<file path="config.mk">
export PLATFORM = sky130hd
export DESIGN_NAME = eag
export DESIGN_NICKNAME = d
export VERILOG_FILES = /design/src/rtl/eag_pkg.sv /design/src/rtl/eag_sext.sv /design/src/rtl/eag_index_mux.sv /design/src/rtl/eag_operand_sel.sv /design/src/rtl/eag_bank_adder.sv /design/src/rtl/eag.sv
export SDC_FILE = /design/constraint.sdc
export NUM_CORES = 1
export LEC_CHECK = 0
export BUFFER_PORTS_ARGS = -buffer_cell sky130_fd_sc_hd__buf_4
export CORE_MARGIN = 2
export CORE_UTILIZATION = 50
export DETAILED_ROUTE_END_ITERATION = 7
export GPL_ROUTABILITY_DRIVEN = 0
export PLACE_DENSITY = 0.95
export REMOVE_ABC_BUFFERS = 1
export SYNTH_ARGS = -nofsm -noshare
export SYNTH_HDL_FRONTEND = slang
export SYNTH_SLANG_ARGS = --single-unit
</file>
<file path="constraint.sdc">
create_clock -name clk -period 12.4 [get_ports clk]
set_clock_uncertainty 0.15 [all_clocks]
set_input_delay 2.48 -clock clk [delete_from_list [all_inputs] [get_ports clk]]
set_output_delay 2.48 -clock clk [all_outputs]
set_load 0.01 [all_outputs]
</file>
<file path="src/rtl/eag_pkg.sv">
// Package eag_pkg: shared codes for the effective address generator.
// Assumes a 3-bit mode code and a 2-bit index select, as given in the brief.
package eag_pkg;
    typedef enum logic [2:0] {
        AM_EXT   = 3'd0,
        AM_IDX8  = 3'd1,
        AM_IDX16 = 3'd2,
        AM_IDX20 = 3'd3,
        AM_ACCE  = 3'd4,
        AM_IMM   = 3'd5,
        AM_INH   = 3'd6,
        AM_RSV   = 3'd7
    } amode_e;

    localparam logic [1:0] SEL_X = 2'b00;
    localparam logic [1:0] SEL_Y = 2'b01;
    localparam logic [1:0] SEL_Z = 2'b10;
endpackage

</file>
<file path="src/rtl/eag_sext.sv">
// Module eag_sext: sign-extends an IN_W-bit value to OUT_W bits.
// Assumes OUT_W >= IN_W.
module eag_sext #(
    parameter int IN_W  = 8,
    parameter int OUT_W = 16
) (
    input  logic [IN_W-1:0]  val_i,
    output logic [OUT_W-1:0] val_o
);
    localparam int PAD_W = OUT_W - IN_W;

    // Fill the upper bits with copies of the sign bit.
    always_comb begin
        val_o = {{PAD_W{val_i[IN_W-1]}}, val_i};
    end
endmodule

</file>
<file path="src/rtl/eag_index_mux.sv">
// Module eag_index_mux: picks one index register and joins it to its bank field.
// Assumes that the reserved select code falls back to X.
module eag_index_mux
    import eag_pkg::*;
#(
    parameter int LO_W = 16,
    parameter int BK_W = 4,
    localparam int AW  = LO_W + BK_W
) (
    input  logic [1:0]      sel_i,
    input  logic [LO_W-1:0] ix_i,
    input  logic [LO_W-1:0] iy_i,
    input  logic [LO_W-1:0] iz_i,
    input  logic [BK_W-1:0] xk_i,
    input  logic [BK_W-1:0] yk_i,
    input  logic [BK_W-1:0] zk_i,
    output logic [AW-1:0]   base_o
);
    // Select the banked base for the chosen index register.
    always_comb begin
        unique case (sel_i)
            SEL_Y:   base_o = {yk_i, iy_i};
            SEL_Z:   base_o = {zk_i, iz_i};
            default: base_o = {xk_i, ix_i};
        endcase
    end
endmodule

</file>
<file path="src/rtl/eag_operand_sel.sv">
// Module eag_operand_sel: chooses the two addends and the memory flag per mode.
// Assumes the offsets arrive already sign-extended where the mode is signed.
module eag_operand_sel
    import eag_pkg::*;
#(
    parameter int LO_W    = 16,
    parameter int BK_W    = 4,
    parameter int SH_W    = 8,
    parameter int PC_STEP = 2,
    localparam int AW     = LO_W + BK_W
) (
    input  logic [2:0]      mode_i,
    input  logic [AW-1:0]   base_i,
    input  logic [BK_W-1:0] ek_i,
    input  logic [SH_W-1:0] ofs8_i,
    input  logic [LO_W-1:0] ofs16_i,
    input  logic [AW-1:0]   ofs16_sx_i,
    input  logic [AW-1:0]   ofs20_i,
    input  logic [LO_W-1:0] acc_e_i,
    input  logic [AW-1:0]   pc_i,
    output logic [AW-1:0]   opa_o,
    output logic [AW-1:0]   opb_o,
    output logic            mem_o
);
    // Route base and offset to the adder according to the mode code.
    always_comb begin
        opa_o = base_i;
        opb_o = '0;
        mem_o = 1'b1;
        unique case (amode_e'(mode_i))
            AM_EXT:   opa_o = {ek_i, ofs16_i};
            AM_IDX8:  opb_o = {{(AW-SH_W){1'b0}}, ofs8_i};
            AM_IDX16: opb_o = ofs16_sx_i;
            AM_IDX20: opb_o = ofs20_i;
            AM_ACCE:  opb_o = {{BK_W{1'b0}}, acc_e_i};
            AM_IMM: begin
                opa_o = pc_i;
                opb_o = AW'(PC_STEP);
            end
            default: begin
                opa_o = '0;
                mem_o = 1'b0;
            end
        endcase
    end
endmodule

</file>
<file path="src/rtl/eag_bank_adder.sv">
// Module eag_bank_adder: full-width sum of base and offset, wrapping at 2^AW.
// Assumes a carry out of the low part is meant to move the bank bits.
module eag_bank_adder #(
    parameter int AW = 20
) (
    input  logic [AW-1:0] opa_i,
    input  logic [AW-1:0] opb_i,
    output logic [AW-1:0] sum_o
);
    // One adder over bank and low bits together, with the top carry dropped.
    always_comb begin
        sum_o = opa_i + opb_i;
    end
endmodule

</file>
<file path="src/rtl/eag.sv">
// Module eag: registered banked effective address generator (top).
// Assumes the mode and the fields are valid during the cycle in which req_i is high.
// Results appear one clock later. The outputs hold when no request is made.
module eag
    import eag_pkg::*;
#(
    parameter int LO_W    = 16,
    parameter int BK_W    = 4,
    parameter int SH_W    = 8,
    parameter int PC_STEP = 2,
    localparam int AW     = LO_W + BK_W
) (
    input  logic            clk,
    input  logic            rst_n,
    input  logic            req_i,
    input  logic [2:0]      mode_i,
    input  logic [1:0]      idx_sel_i,
    input  logic [LO_W-1:0] ix_i,
    input  logic [LO_W-1:0] iy_i,
    input  logic [LO_W-1:0] iz_i,
    input  logic [BK_W-1:0] xk_i,
    input  logic [BK_W-1:0] yk_i,
    input  logic [BK_W-1:0] zk_i,
    input  logic [BK_W-1:0] ek_i,
    input  logic [LO_W-1:0] acc_e_i,
    input  logic [AW-1:0]   pc_i,
    input  logic [SH_W-1:0] ofs8_i,
    input  logic [LO_W-1:0] ofs16_i,
    input  logic [AW-1:0]   ofs20_i,
    output logic [AW-1:0]   ea_o,
    output logic            ea_vld_o,
    output logic [LO_W-1:0] imm_sx_o
);
    logic [AW-1:0]   base;
    logic [AW-1:0]   ofs16_sx;
    logic [LO_W-1:0] imm_sx;
    logic [AW-1:0]   opa;
    logic [AW-1:0]   opb;
    logic [AW-1:0]   sum;
    logic            mem_op;

    eag_index_mux #(.LO_W(LO_W), .BK_W(BK_W)) u_idx (
        .sel_i (idx_sel_i),
        .ix_i  (ix_i),
        .iy_i  (iy_i),
        .iz_i  (iz_i),
        .xk_i  (xk_i),
        .yk_i  (yk_i),
        .zk_i  (zk_i),
        .base_o(base)
    );

    eag_sext #(.IN_W(LO_W), .OUT_W(AW)) u_sx_word (
        .val_i(ofs16_i),
        .val_o(ofs16_sx)
    );

    eag_sext #(.IN_W(SH_W), .OUT_W(LO_W)) u_sx_imm (
        .val_i(ofs8_i),
        .val_o(imm_sx)
    );

    eag_operand_sel #(
        .LO_W(LO_W), .BK_W(BK_W), .SH_W(SH_W), .PC_STEP(PC_STEP)
    ) u_ops (
        .mode_i    (mode_i),
        .base_i    (base),
        .ek_i      (ek_i),
        .ofs8_i    (ofs8_i),
        .ofs16_i   (ofs16_i),
        .ofs16_sx_i(ofs16_sx),
        .ofs20_i   (ofs20_i),
        .acc_e_i   (acc_e_i),
        .pc_i      (pc_i),
        .opa_o     (opa),
        .opb_o     (opb),
        .mem_o     (mem_op)
    );

    eag_bank_adder #(.AW(AW)) u_add (
        .opa_i(opa),
        .opb_i(opb),
        .sum_o(sum)
    );

    // Register the address, the strobe and the short immediate on each request.
    always_ff @(posedge clk) begin
        if (!rst_n) begin
            ea_o     <= '0;
            ea_vld_o <= 1'b0;
            imm_sx_o <= '0;
        end else begin
            ea_vld_o <= req_i & mem_op;
            if (req_i) begin
                imm_sx_o <= imm_sx;
                if (mem_op) begin
                    ea_o <= sum;
                end
            end
        end
    end
endmodule

</file>
==> metrics.md <==
| Metric | Value |
|---|---|
| First-pass GRT wire length | `19,900 µm` |
| Cell family with most CP delay | `compound AO/OA/AOI/OAI gates` |
| Sw Ratio | `38.1%` |
| Remaining DRCs | `0` |
| Slew @ Worst Pin | `0.696 ns` |
| Placed Cells incl. Taps | `764` |
| VDD IR max | `0.0540 mV` |
| CP max stage cell | `clkinv_1` |
| Die H | `88.9 µm` |
| Power per Cell Area | `74.7 nW/µm²` |
| Setup ws final | `5.94 ns` |
| Synth Instances | `530` |
| Vias in the first global route | `4,479` |
| Vias per cell | `6.12` |
| Critical R2R Launch | `ea_o[14]` |
| Initial DRC Count | `376` |
| Setup Viol. Count Final | `0` |
| All-layer global routing usage | `32.0%` |
| Hold Crit Class | `reg2reg` |
| Clock group share of total power | `20.8%` |
| CP Data Required Time | `12.48 ns` |
| Hold Path Stages | `2` |
| Port-buffer cells | `188` |
| RSZ-0062 raised after global routing | `false` |
| Setup TNS | `0 ns` |
| P_int | `0.231 mW` |
| Post-CTS setup buffers | `0` |
| Fillers | `577` |
| Syn Std Cell Area | `3600 µm²` |
| Share of cells above drive strength 1 | `30.2%` |
| Max-Slew Margin vs Limit | `53.6%` |
| Period minus WS final | `6.46 ns` |
| Clock tree buffer depth | `2` |
| Crit path max fanout | `65` |
| Reg2Reg Depth | `2` |
| Endpoint type of the worst setup path | `flop` |
| DRT Wirelength | `12,900 µm` |
| Vias | `4,726` |
| Max cap viols | `0` |
| Hold-fix buffers, CTS | `0` |
| Worst Hold Path EP | `ea_o[6]` |
| WL/cell | `16.7 µm` |
| Full die area | `7890 µm²` |
| Main synth FF type | `dfxtp_1` |
| CTS buffer count | `5` |
| Yosys warns | `0` |
| Final Non-Filler Cells | `772` |
| RR Endpoint | `ea_o[14]` |
| Number of gates resized after CTS | `0` |
| Cell row count | `30` |
| Net count, final | `849` |
| FF-to-FF setup slack | `11.36 ns` |
| Combinational power share | `50.5%` |
| Initial antenna violation count | `0` |
| GRT overflow | `0` |
| # H-tree levels | `2` |
| Cell chain of the critical path | `buf_4 -> clkinv_1 -> nor2_1 -> a22oi_1 -> o21ai_0 -> ha_1 -> inv_1 -> fa_1 -> and2b_1 -> o211ai_1 -> a21boi_1 -> o2111ai_1 -> a2111o_1 -> nand3_1` |
| CTS tree | `built` |
| Slew Limit Fails | `0` |
| CTS Sinks | `29` |
| Core ar. | `6870 µm²` |
| Hold wc startpoint | `ea_o[6]` |
| Number of I/O pins | `189` |
| Diode count | `0` |
| Pleak | `2.39 nW` |
| Clock Latency Late Sink | `0.29 ns` |
| CP Buf/Inv Count | `3` |
| Post-route ant nets | `0` |
| Critical Path AT | `6.55 ns` |
| Asr flop ratio synth | `0%` |
| CP max stage delay | `0.62 ns` |
| Clk root buf | `clkbuf_8` |
| Max Freq | `155 MHz` |
| Status | `completed` |
| Sequential power share | `28.7%` |
| Fin. Hold Viols | `0` |
| Seq/Total Area, Yosys | `16.1%` |
| Net Switching | `0.142 mW` |
| EDFF count, synth | `0` |
| DP Wirelength | `10,300 µm` |
| Clock-pin slew on the worst setup and hold paths | `0.07 ns` |
| Final period util | `52.1%` |
| First-pass iteration count of the detailed router | `5` |
| Crit Path Class | `in2reg` |
| Avg Cell Area, Syn | `6.79 µm²` |
| Unique masters post-synth | `56` |
| Starting density of the core | `52.4%` |
| CP startpoint kind | `input port` |
| Post-place setup slack | `5.72 ns` |
| Pin count of the biggest net entering global routing | `66` |
| Area growth, synth to finish | `38.7%` |
| Seq cells post-synth | `29` |
| Die X | `88.9 µm` |
==> sequential cells by signal (all words and copies together) (netlist names) <==
| register | flops |
|---|---|
| imm_sx_o | 8 |
| ea_o | 20 |
| ea_vld_o | 1 |
==> worst min-delay path, delay by kind of cell, from the launching register on <==
family	cells	cell delay, ns
DFF	1	0.31
AOI/OAI and AO/OA	1	0.06
and+or+nand+nor	1	0.05
==> stage by stage <==
step | power, mW | util [%] | hold WS, ns | instance area, µm²
4_1_cts | 0.371 | 72.7 | 0.328 | 4990
3_5_place_dp | 0.294 | 71.5 | 0.316 | 4910
6_report | 0.373 | 72.7 | 0.325 | 4990
2_1_floorplan | 0.206 | - | 0.335 | 3360
5_1_grt | 0.396 | 72.7 | 0.359 | 4990
3_3_place_gp | 0.289 | 71.5 | 0.304 | 4910
==> worst max-delay path by stage <==
| stage | startpoint | cells after the start | to | slack, ns |
|---|---|---|---|---|
| after floorplan | idx_sel_i[0] | 15 | ea_o[16] | 6.49 |
| after global placement | mode_i[0] | 14 | ea_o[16] | 5.91 |
| after detailed placement | mode_i[0] | 14 | ea_o[16] | 5.72 |
| after CTS | mode_i[0] | 14 | ea_o[16] | 6.02 |
| after global routing | mode_i[0] | 14 | ea_o[16] | 5.60 |
| final | mode_i[0] | 14 | ea_o[16] | 5.94 |
==> cell usage after synthesis (2+ instances only) <==
cell type,n,area (µm²)
nand2_1,79,297
a21oi_1,56,280
o21ai_0,40,200
clkbuf_1,36,135
nor2_1,33,124
a22oi_1,30,225
dfxtp_1,29,581
nand3_1,27,135
ha_1,21,263
mux2i_1,16,160
o22ai_1,12,75.1
and3_1,11,68.8
nor2b_1,11,68.8
o211ai_1,10,75.1
buf_4,9,67.6
inv_1,8,30.0
o211a_1,8,80.1
nand4_1,7,43.8
o32ai_1,7,61.3
and2_1,6,37.5
a21o_1,5,37.5
nand2b_1,5,31.3
nand3b_1,5,37.5
a31oi_1,4,25.0
buf_2,4,20.0
a21boi_0,3,22.5
mux2_2,3,33.8
o21bai_1,3,22.5
xnor2_1,3,26.3
xor2_1,3,26.3
a2111o_1,2,22.5
a221o_1,2,20.0
a311oi_1,2,17.5
clkbuf_2,2,10.0
clkinv_1,2,7.51
nor3_1,2,10.0
o2111ai_1,2,17.5
o21a_1,2,15.0
o311a_1,2,20.0
or4_1,2,15.0
==> final cells by class <==
cell class,instances,area (µm²),share of cell area [%]
Multi-Input combinational cell,439,2750,55.0
Inverter,10,37.5,0.752
Clock buffer,6,72.6,1.45
Tap cell,96,120,2.41
Timing Repair Buffer,190,1430,28.6
Sequential cell,29,581,11.6
Clock inverter,2,10.0,0.201
==> placed cells by master, fill, tap and decap left out, types with 11 or more instances in the layout <==
| master | n |
|---|---|
| a21oi_1 | 56 |
| a22oi_1 | 30 |
| and3_1 | 11 |
| buf_4 | 190 |
| dfxtp_1 | 29 |
| ha_1 | 21 |
| mux2i_1 | 16 |
| nand2_1 | 79 |
| nand3_1 | 27 |
| nor2_1 | 33 |
| nor2b_1 | 11 |
| o21ai_0 | 40 |
| o22ai_1 | 12 |
==> metal layers <==
layer  vias up  routed length, µm  track usage (%)
met5         -                  0                0
met4         0                345             11.2
met2       281               6530             61.2
met1      2164               4820             34.5
met3        29               1200             6.62
li1       2252                  -                -
==> power groups by stage <==
stage               Clock, mW  Combinational [mW]  Sequential, mW
floorplan                   0              0.0930           0.113
global placement            0               0.180           0.109
detailed placement          0               0.185           0.109
CTS                    0.0777               0.186           0.107
global route           0.0823               0.206           0.108
finish                 0.0776               0.188           0.107
==> logic make-up after synthesis <==
family	Yosys count	share of synthesized area [%]
XOR/XNOR	6	1.46
AND/OR/NAND/NOR	191	24.9
flip-flops	29	16.1
adder cells (fa/ha/maj)	22	7.86
multiplexers	19	5.39
AO/OA/AOI/OAI	201	36.7
buffers and inverters	62	7.61
No activity file was read; power rests on OpenSTA's default activity.
